--- src/rtl/irq_arb_pkg.sv ---
// Shared constants for the interrupt arbiter: source count, code width and
// the rank of each source (rank doubles as the delivered code).
package irq_arb_pkg;
    localparam int NUM_SRC   = 14;
    localparam int CODE_W    = $clog2(NUM_SRC);

    localparam int SRC_RESET = 0;
    localparam int SRC_MCHK  = 1;
    localparam int SRC_DBG   = 2;
    localparam int SRC_HDEC  = 3;
    localparam int SRC_CEXT  = 4;
    localparam int SRC_WDOG  = 5;
    localparam int SRC_CDB   = 6;
    localparam int SRC_FIT   = 7;
    localparam int SRC_PIT   = 8;
    localparam int SRC_DEC   = 9;
    localparam int SRC_EXT   = 10;
    localparam int SRC_DB    = 11;
    localparam int SRC_PERF  = 12;
    localparam int SRC_THERM = 13;
endpackage

--- src/rtl/irq_arb_gate.sv ---
// Enable-mask builder.
// Produces one enable bit per source from the machine-state inputs, plus a
// keep mask naming the sources whose pending flag must survive delivery.
// Assumes the source ranks of irq_arb_pkg.
module irq_arb_gate
    import irq_arb_pkg::*;
#(
    parameter int N_SRC = NUM_SRC
) (
    input  logic             msr_me,
    input  logic             msr_ce,
    input  logic             msr_ee,
    input  logic             msr_hv,
    input  logic             msr_pr,
    input  logic             hdec_ctl_en,
    input  logic             ext_edge_mode,
    input  logic             crit_edge_mode,
    output logic [N_SRC-1:0] enable,
    output logic [N_SRC-1:0] keep
);
    // Per-source enable: ungated, machine-check, hypervisor, critical or normal group.
    always_comb begin
        enable = '0;
        for (int k = 0; k < N_SRC; k++) begin
            if (k == SRC_RESET || k == SRC_DBG)
                enable[k] = 1'b1;
            else if (k == SRC_MCHK)
                enable[k] = msr_me;
            else if (k == SRC_HDEC)
                enable[k] = hdec_ctl_en & (msr_ee | ~msr_hv | msr_pr);
            else if (k >= SRC_CEXT && k <= SRC_CDB)
                enable[k] = msr_ce;
            else
                enable[k] = msr_ee;
        end
    end

    // Level-sensitive sources keep their flag after delivery.
    always_comb begin
        keep = '0;
        keep[SRC_EXT]  = ~ext_edge_mode;
        keep[SRC_CEXT] = ~crit_edge_mode;
    end
endmodule

--- src/rtl/irq_arb_pend.sv ---
// Pending-flag bank.
// Holds one flag per source. A set pulse always wins over a clear in the
// same cycle, so no request is lost. Assumes clr is only asserted for
// flags the arbiter has just delivered.
module irq_arb_pend #(
    parameter int N_SRC = 14
) (
    input  logic             clk,
    input  logic             rst_n,
    input  logic [N_SRC-1:0] set,
    input  logic [N_SRC-1:0] clr,
    output logic [N_SRC-1:0] pend
);
    for (genvar g = 0; g < N_SRC; g++) begin : g_flag
        // One flag: reset low, set dominates clear.
        always_ff @(posedge clk) begin
            if (!rst_n)
                pend[g] <= 1'b0;
            else if (set[g])
                pend[g] <= 1'b1;
            else if (clr[g])
                pend[g] <= 1'b0;
        end
    end

    // every set pulse leaves its flag pending on the next cycle.
    a_r9_set_wins: assert property (@(posedge clk) disable iff (!rst_n)
        (|set) |=> ((pend & $past(set)) == $past(set)));
endmodule

--- src/rtl/irq_arb_pick.sv ---
// Fixed-priority picker.
// Selects the lowest-indexed eligible source as a one-hot grant and its
// binary code. Pure combinational; assumes index 0 is highest priority.
module irq_arb_pick #(
    parameter int N_SRC  = 14,
    parameter int CODE_W = $clog2(N_SRC)
) (
    input  logic [N_SRC-1:0]  elig,
    output logic [N_SRC-1:0]  grant,
    output logic [CODE_W-1:0] code,
    output logic              any
);
    logic [N_SRC:0] below;

    assign below[0] = 1'b0;
    for (genvar g = 0; g < N_SRC; g++) begin : g_chain
        assign below[g+1] = below[g] | elig[g];
        assign grant[g]   = elig[g] & ~below[g];
    end
    assign any = below[N_SRC];

    // Encode the one-hot grant into a code.
    always_comb begin
        code = '0;
        for (int k = 0; k < N_SRC; k++)
            if (grant[k]) code = code | CODE_W'(k);
    end
endmodule

--- src/rtl/irq_arb_top.sv ---
// Fixed-priority interrupt arbiter, top level.
// Masks pending flags with the state enables, and when no delivery is
// outstanding registers the winning code with a valid strobe, then clears
// the winner's flag unless it is level-sensitive. Holds the delivery until
// take_ack; assumes take_ack is only meaningful while irq_valid is high.
module irq_arb_top
    import irq_arb_pkg::*;
(
    input  logic                clk,
    input  logic                rst_n,
    input  logic [NUM_SRC-1:0]  req_set,
    input  logic                msr_me,
    input  logic                msr_ce,
    input  logic                msr_ee,
    input  logic                msr_hv,
    input  logic                msr_pr,
    input  logic                hdec_ctl_en,
    input  logic                ext_edge_mode,
    input  logic                crit_edge_mode,
    input  logic                take_ack,
    output logic                irq_valid,
    output logic [CODE_W-1:0]   irq_code
);
    logic [NUM_SRC-1:0] enable, keep, pend, elig, grant, clr;
    logic [CODE_W-1:0]  pick_code;
    logic               pick_any, fire;

    irq_arb_gate #(.N_SRC(NUM_SRC)) gate_i (
        .msr_me(msr_me), .msr_ce(msr_ce), .msr_ee(msr_ee),
        .msr_hv(msr_hv), .msr_pr(msr_pr), .hdec_ctl_en(hdec_ctl_en),
        .ext_edge_mode(ext_edge_mode), .crit_edge_mode(crit_edge_mode),
        .enable(enable), .keep(keep)
    );

    irq_arb_pend #(.N_SRC(NUM_SRC)) pend_i (
        .clk(clk), .rst_n(rst_n), .set(req_set), .clr(clr), .pend(pend)
    );

    irq_arb_pick #(.N_SRC(NUM_SRC), .CODE_W(CODE_W)) pick_i (
        .elig(elig), .grant(grant), .code(pick_code), .any(pick_any)
    );

    // Eligible sources, delivery decision and the clear it causes.
    assign elig = pend & enable;
    assign fire = ~irq_valid & pick_any;
    assign clr  = fire ? (grant & ~keep) : '0;

    // Delivery register: load on fire, drop on acknowledge.
    always_ff @(posedge clk) begin
        if (!rst_n) begin
            irq_valid <= 1'b0;
            irq_code  <= '0;
        end else if (fire) begin
            irq_valid <= 1'b1;
            irq_code  <= pick_code;
        end else if (irq_valid && take_ack) begin
            irq_valid <= 1'b0;
        end
    end

    // an unacknowledged delivery is held unchanged.
    a_r10_hold: assert property (@(posedge clk) disable iff (!rst_n)
        (irq_valid && !take_ack) |=> (irq_valid && $stable(irq_code)));
    // an acknowledged delivery is withdrawn on the next edge.
    a_r10_drop: assert property (@(posedge clk) disable iff (!rst_n)
        (irq_valid && take_ack) |=> !irq_valid);
    // machine check only delivered with its enable set.
    a_r3_mchk_gate: assert property (@(posedge clk) disable iff (!rst_n)
        ($rose(irq_valid) && irq_code == CODE_W'(SRC_MCHK)) |-> $past(msr_me));
    // normal-group codes only delivered with external enable set.
    a_r6_norm_gate: assert property (@(posedge clk) disable iff (!rst_n)
        ($rose(irq_valid) && irq_code >= CODE_W'(SRC_FIT)) |-> $past(msr_ee));
    // a level-sensitive external source stays pending after delivery.
    a_r8_level_keep: assert property (@(posedge clk) disable iff (!rst_n)
        ($rose(irq_valid) && irq_code == CODE_W'(SRC_EXT) && !$past(ext_edge_mode))
        |-> pend[SRC_EXT]);
endmodule

--- config.mk ---
export PLATFORM = sky130hd
export DESIGN_NAME = irq_arb_top
export DESIGN_NICKNAME = d
export VERILOG_FILES = /design/src/rtl/irq_arb_pkg.sv /design/src/rtl/irq_arb_gate.sv /design/src/rtl/irq_arb_pend.sv /design/src/rtl/irq_arb_pick.sv /design/src/rtl/irq_arb_top.sv
export SDC_FILE = /design/constraint.sdc
export NUM_CORES = 1
export LEC_CHECK = 0
export BUFFER_PORTS_ARGS = -buffer_cell sky130_fd_sc_hd__buf_2
export CAP_MARGIN = 20
export CORE_UTILIZATION = 52
export CTS_CLUSTER_DIAMETER = 150
export DETAILED_ROUTE_END_ITERATION = 6
export PLACE_DENSITY = 0.83
export SYNTH_ARGS = -nofsm -noshare
export SYNTH_HDL_FRONTEND = slang
export SYNTH_SLANG_ARGS = --single-unit
--- constraint.sdc ---
create_clock -name clk -period 3.4 [get_ports clk]
set_clock_uncertainty 0.05 [all_clocks]
set_input_delay 0.34 -clock clk [delete_from_list [all_inputs] [get_ports clk]]
set_output_delay 0.34 -clock clk [all_outputs]
set_load 0.05 [all_outputs]
==> results of run 1 <==
final cells by class:
type | count | area (sq um) | area share, %
Inverter | 9 | 33.8 | 3.08
Timing Repair Buffer | 29 | 145 | 13.2
Sequential cell | 19 | 380 | 34.7
Clock buffer | 4 | 26.3 | 2.39
Multi-Input combinational cell | 82 | 492 | 44.8
Tap cell | 16 | 20.0 | 1.82
cell usage in the layout, fill, tap and decap left out:
cell and count:
a2111oi_0 1, inv_1 9, a21oi_1 9, clkbuf_4 3
nand2_1 4, clkbuf_1 1, or3b_2 1, nor3b_1 2
nor2_1 13, a31oi_1 8, dfxtp_1 19, nor3_1 4
o21ai_0 10, a211o_1 1, mux2i_1 1, or3_1 1
nand3_1 2, nand2b_4 1, buf_2 29, and3_1 1
or4_4 1, o31a_2 1, nor2b_1 5, o221a_2 1
o21bai_1 1, nand2b_1 1, and2_1 2, a211oi_1 1
o21a_1 7, a311oi_1 1, o41ai_1 1, o31ai_1 1
metrics by stage:
step	std cells	hold WS (ns)	util, %	worst slack, ns	cell area, sq um
global route	159	0.173	69.6	1.26	1100
floorplan	112	0.398	-	1.49	913
detailed placement	155	0.444	67.9	1.18	1070
global placement	155	0.439	67.9	1.28	1070
CTS	159	0.169	69.6	1.40	1100
finish	159	0.164	69.6	1.41	1100
state kept, by name (all words and copies together), names as in the netlist:
signal       flops
pend_i.pend     14
irq_code         4
irq_valid        1
critical path, stage by stage, from the launching register on:
cell and delay [ns]:
dfxtp_1 0.35, o31a_2 0.36, or4_4 0.53, nand2b_4 0.16
or3_1 0.31, a31oi_1 0.16
kinds of logic after synthesis:
| kind of cell | after synthesis | synth area share [%] |
|---|---|---|
| flops | 19 | 41.6 |
| compound gates | 43 | 30.3 |
| buf+inv | 11 | 4.52 |
| simple gates | 38 | 22.5 |
| mux | 1 | 1.10 |
how the worst min path moves through the flow:
stage                              start               to  slack, ns  cells after the start
after floorplan            ext_edge_mode  pend_i.pend[10]       0.40                      1
after global placement    pend_i.pend[3]   pend_i.pend[3]       0.44                      2
after detailed placement  pend_i.pend[3]   pend_i.pend[3]       0.44                      2
after CTS                  ext_edge_mode  pend_i.pend[10]       0.17                      2
after global routing       ext_edge_mode  pend_i.pend[10]       0.17                      2
final                      ext_edge_mode  pend_i.pend[10]       0.16                      2
routing by layer:
metal,track usage [%],up-vias,wire (um)
met5,0,-,0
met4,10.3,0,33
met3,3.33,5,100
met2,37.6,29,900
met1,30.0,395,956
li1,-,463,-
power by group through the flow:
stage / sequential [mW] / clock [mW] / combinational (mW)
4_1_cts: 0.257 / 0.117 / 0.117
5_1_grt: 0.260 / 0.125 / 0.128
3_3_place_gp: 0.261 / 0 / 0.114
6_report: 0.257 / 0.116 / 0.117
2_1_floorplan: 0.281 / 0 / 0.0604
3_5_place_dp: 0.262 / 0 / 0.116
==> impl_metrics.env, run 1 <==
export IMPL_outcome="complete, but fails checks"
export IMPL_violations="design-rule violations"
export IMPL_drv_slew=0
export IMPL_path_max_fanout=4
export IMPL_seq_power_share_pct=52.5
export IMPL_gp_congestion=0.795
export IMPL_io_pins=30
export IMPL_layout_nets=169
export IMPL_cts_tree="built"
export IMPL_period_needed_ns=1.99
export IMPL_diodes=0
export IMPL_clkLatencyLatePin_ns=0.30
export IMPL_peakVddDrop_mv=0.272
export IMPL_vias=892
export IMPL_die_h_um=43.9
export IMPL_track_usage_pct=23.0
export IMPL_postCtsResizedCells=0
export IMPL_ys_flop_type="dfxtp_1"
export IMPL_crit_type="reg -> reg"
export IMPL_grt_pass1_wl_um=3300
export IMPL_fp_coreArea_sq_um=1580
export IMPL_avgRoutedWirePerCell_um=12.5
export IMPL_worstSetupEndpointType="flop"
export IMPL_worstPathArrival_ns=2.18
export IMPL_avgSynthCellArea_sq_um=8.16
export IMPL_synth_seq_cells=19
export IMPL_p_comb_share_pct=23.8
export IMPL_period_share_pct=58.6
export IMPL_cts_htree_levels=1
export IMPL_syn_nets=137
export IMPL_synth_commonest_cells="dfxtp_1, nor2_1, o21ai_0"
export IMPL_area_growth_pct=20.1
export IMPL_nFillCells=144
export IMPL_io_buffers=29
export IMPL_switching_share_pct=32.1
export IMPL_cts_root_buf="clkbuf_4"
export IMPL_synth_most_common_cell="dfxtp_1"
export IMPL_start_kind="flop"
export IMPL_synth_seq_area_share_pct=41.6
export IMPL_ctsHoldBuffers=0
export IMPL_clock_power_share_pct=23.7
export IMPL_rsz0062_at_grt="false"
export IMPL_wirelength_um=1990
export IMPL_synth_area_leaders="dfxtp_1, o21a_1, a31oi_1, o21ai_0, nor2_1"
export IMPL_synth_top_area_share_pct=41.6
export IMPL_synth_cell_types=30
export IMPL_crit_required_ns=3.59
export IMPL_netlist_area_sq_um=913
export IMPL_drtIter0Drc=19
export IMPL_p_sw_uw=157
export IMPL_die_x_um=43.9
export IMPL_rows=14
export IMPL_yosysWarnings=0
export IMPL_antenna_found_initial=0
export IMPL_critPathCapture="irq_code[1]"
export IMPL_post_drt_via_cell_ratio=5.61
export IMPL_p_per_area_nw_per_um2=446
export IMPL_drc=4
export IMPL_path_clk_slew_ns=0.10
export IMPL_yosys_area_top_type="dfxtp_1"
export IMPL_grt_overflow_total=0
export IMPL_cts_made_buffers=3
export IMPL_p_leak_nw=0.496
export IMPL_r2r_end="irq_code[1]"
export IMPL_relSlewSlack_pct=60.7
export IMPL_cts_sinks=19
export IMPL_grt_max_degree=20
export IMPL_layout_drive_gt1_share_pct=25.9
export IMPL_first_global_vias=793
export IMPL_start_util_pct=57.9
export IMPL_design_die_area_sq_um=1930
export IMPL_finalHoldViolCount=0
export IMPL_async_flop_share_pct=0
export IMPL_first_pass_iters=6
export IMPL_power_total_uw=490
export IMPL_dp_final_hpwl_um=1540
export IMPL_ant_nets=0
export IMPL_hold_path_class="in -> reg"
export IMPL_p_int_uw=332
export IMPL_postSynthCellCount=112
export IMPL_r2r_cells=5
export IMPL_finalSetupViolCount=0
export IMPL_r2r_setup_slack_ns=1.41
export IMPL_fin_tns_setup_ns=0
export IMPL_r2r_start="pend_i.pend[5]"
export IMPL_fmax_mhz=502
export IMPL_cts_buffer_depth=2
export IMPL_cap_violations=0
export IMPL_post_cts_buffers=0
export IMPL_synth_enable_flop_cells=0
export IMPL_worstSetupStartpoint="pend_i.pend[5]"
export IMPL_tightest_slew_ns=0.588
No activity file was read; power rests on OpenSTA's default activity.
==> inputs of run 2 (changes only) <==
CORE_UTILIZATION = 48   (was 52)
PLACE_DENSITY = 0.77   (was 0.83)
clock period = 1.9 ns   (was 3.4 ns; I/O delays follow)
==> run 2 against run 1 <==
Compared with the run above: the flow finishes with violations (negative setup slack); routed wire length grew 18%; non-clock buffer count increased by 6; sequential share of layout area down 1.9 points; utilization decreased by 3.1 points; first-iteration DRC count rose by 84%; sequential power rose by 79%; highest routed layer unchanged; final cell count rose by 9.4%.
==> impl_metrics.env, run 2 (synthesis results as in run 1) <==
export IMPL_r2r_end="irq_code[1]"
export IMPL_hold_path_class="in -> reg"
export IMPL_largest_registers="pend_i.pend (14), irq_code (4), irq_valid (1)"
export IMPL_period_share_pct=100
export IMPL_worstSetupEndpointType="flop"
export IMPL_io_pins=30
export IMPL_p_leak_nw=0.533
export IMPL_rows=15
export IMPL_tightest_slew_ns=0.408
export IMPL_cts_root_buf="clkbuf_4"
export IMPL_drv_slew=0
export IMPL_ctsHoldBuffers=0
export IMPL_cp_slowest_cell="or4_4"
export IMPL_die_x_um=45.6
export IMPL_area_growth_pct=28.4
export IMPL_max_stage_delay_ns=0.49
export IMPL_post_cts_buffers=0
export IMPL_hold_ws_ns=0.0264
export IMPL_layout_drive_gt1_share_pct=33.6
export IMPL_largest_register="pend_i.pend"
export IMPL_crit_type="reg -> reg"
export IMPL_layout_commonest_cell="buf_2"
export IMPL_start_kind="flop"
export IMPL_r2r_cells=5
export IMPL_path_clk_slew_ns=0.12
export IMPL_post_route_util_pct=66.5
export IMPL_dp_final_hpwl_um=1780
export IMPL_violations="negative setup slack"
export IMPL_dp_cells=170
export IMPL_layout_nets=175
export IMPL_rsz0062_at_grt="true"
export IMPL_peakVddDrop_mv=0.515
export IMPL_path_depth=5
export IMPL_grt_overflow_total=0
export IMPL_power_total_uw=903
export IMPL_cap_violations=0
export IMPL_largest_reg_flops=14
export IMPL_start_util_pct=51.8
export IMPL_vias=981
export IMPL_fmax_mhz=526
export IMPL_io_buffers=29
export IMPL_path_max_fanout=3
export IMPL_crit_path_cell_trace="o31a_2 -> or4_4 -> nand2b_4 -> or3_4 -> a31oi_1"
export IMPL_drc=0
export IMPL_die_h_um=45.6
export IMPL_outcome="complete, but fails checks"
export IMPL_gp_congestion=0.797
export IMPL_grt_pass1_wl_um=3570
export IMPL_crit_required_ns=2.09
export IMPL_antenna_found_initial=0
export IMPL_first_pass_iters=4
export IMPL_fin_tns_setup_ns=-0.00259
export IMPL_r2r_setup_slack_ns=-0.003
export IMPL_r2r_start="pend_i.pend[6]"
export IMPL_cts_buffer_depth=2
export IMPL_first_global_vias=878
export IMPL_fin_cells=174
export IMPL_track_usage_pct=24.4
export IMPL_worstSetupStartpoint="pend_i.pend[6]"
export IMPL_cp_num_buf_inv=0
export IMPL_clkLatencyLatePin_ns=0.30
export IMPL_fp_coreArea_sq_um=1760
export IMPL_cp_top_family="simple AND/OR/NAND/NOR gates"
export IMPL_ant_nets=0
export IMPL_most_common_layout_cells="buf_2, dfxtp_1, nor2_1, o21ai_0"
export IMPL_avgRoutedWirePerCell_um=13.5
export IMPL_pre_cts_ws_ns=-0.0386
export IMPL_cts_tree="built"
export IMPL_worstPathArrival_ns=2.09
export IMPL_fin_ws_ns=-0.00259
export IMPL_critPathCapture="irq_code[1]"
export IMPL_finalSetupViolCount=1
export IMPL_cts_sinks=19
export IMPL_drtIter0Drc=35
export IMPL_post_drt_via_cell_ratio=5.64
export IMPL_finalHoldViolCount=0
export IMPL_holdCritStartpoint="ext_edge_mode"
export IMPL_relSlewSlack_pct=72.1
export IMPL_cts_htree_levels=1
export IMPL_cts_made_buffers=3
export IMPL_p_per_area_nw_per_um2=770
export IMPL_diodes=0
export IMPL_nFillCells=171
export IMPL_period_needed_ns=1.90
export IMPL_final_area_sq_um=1170
export IMPL_dpl_cell_area_sq_um=1130
export IMPL_wirelength_um=2360
export IMPL_grt_max_degree=20
export IMPL_design_die_area_sq_um=2080
[run 2: worst min-delay path by stage]
stage                      end  slack [ns]  cells past startpoint
4_1_cts        pend_i.pend[10]        0.03                      2
5_1_grt        pend_i.pend[10]        0.02                      2
3_3_place_gp   pend_i.pend[10]        0.33                      2
3_5_place_dp   pend_i.pend[10]        0.35                      2
2_1_floorplan  pend_i.pend[10]        0.25                      1
6_report       pend_i.pend[10]        0.03                      2
[run 2: timing repair]
action,4_1_cts,5_1_grt
pin swaps,3,2
gates cloned,0,0
endpoints found under the setup margin,4,3
resized for setup,3,3
[run 2: layout make-up]
cell class	instances	area, sq um	area share (%)
clock buffers	3	22.5	1.92
clock inverters	1	5.00	0.427
inverters	9	33.8	2.88
multi-input cells	82	505	43.1
flip-flops and latches	19	384	32.8
well taps	25	31.3	2.67
repair buffers	35	190	16.2
[run 2: power by group]
part / total [mW] / switching (mW) / leakage [nW] / internal, mW
Clock: 0.206 / 0.128 / 0.0177 / 0.0784
Combinational: 0.236 / 0.139 / 0.356 / 0.0967
Sequential: 0.461 / 0.0279 / 0.159 / 0.433
[run 2: worst register-to-register path, stage by stage, from the launching register on]
cell and delay, ns:
dfxtp_2 0.34, o31a_2 0.36, or4_4 0.49, nand2b_4 0.17, or3_4 0.32, a31oi_1 0.12
[run 2: routing by layer]
metal | GRT usage [%] | share of wire, %
met5 | 0 | 0
met4 | 11.5 | 1.7
met3 | 4.76 | 7.0
met2 | 41.7 | 48
met1 | 29.1 | 43
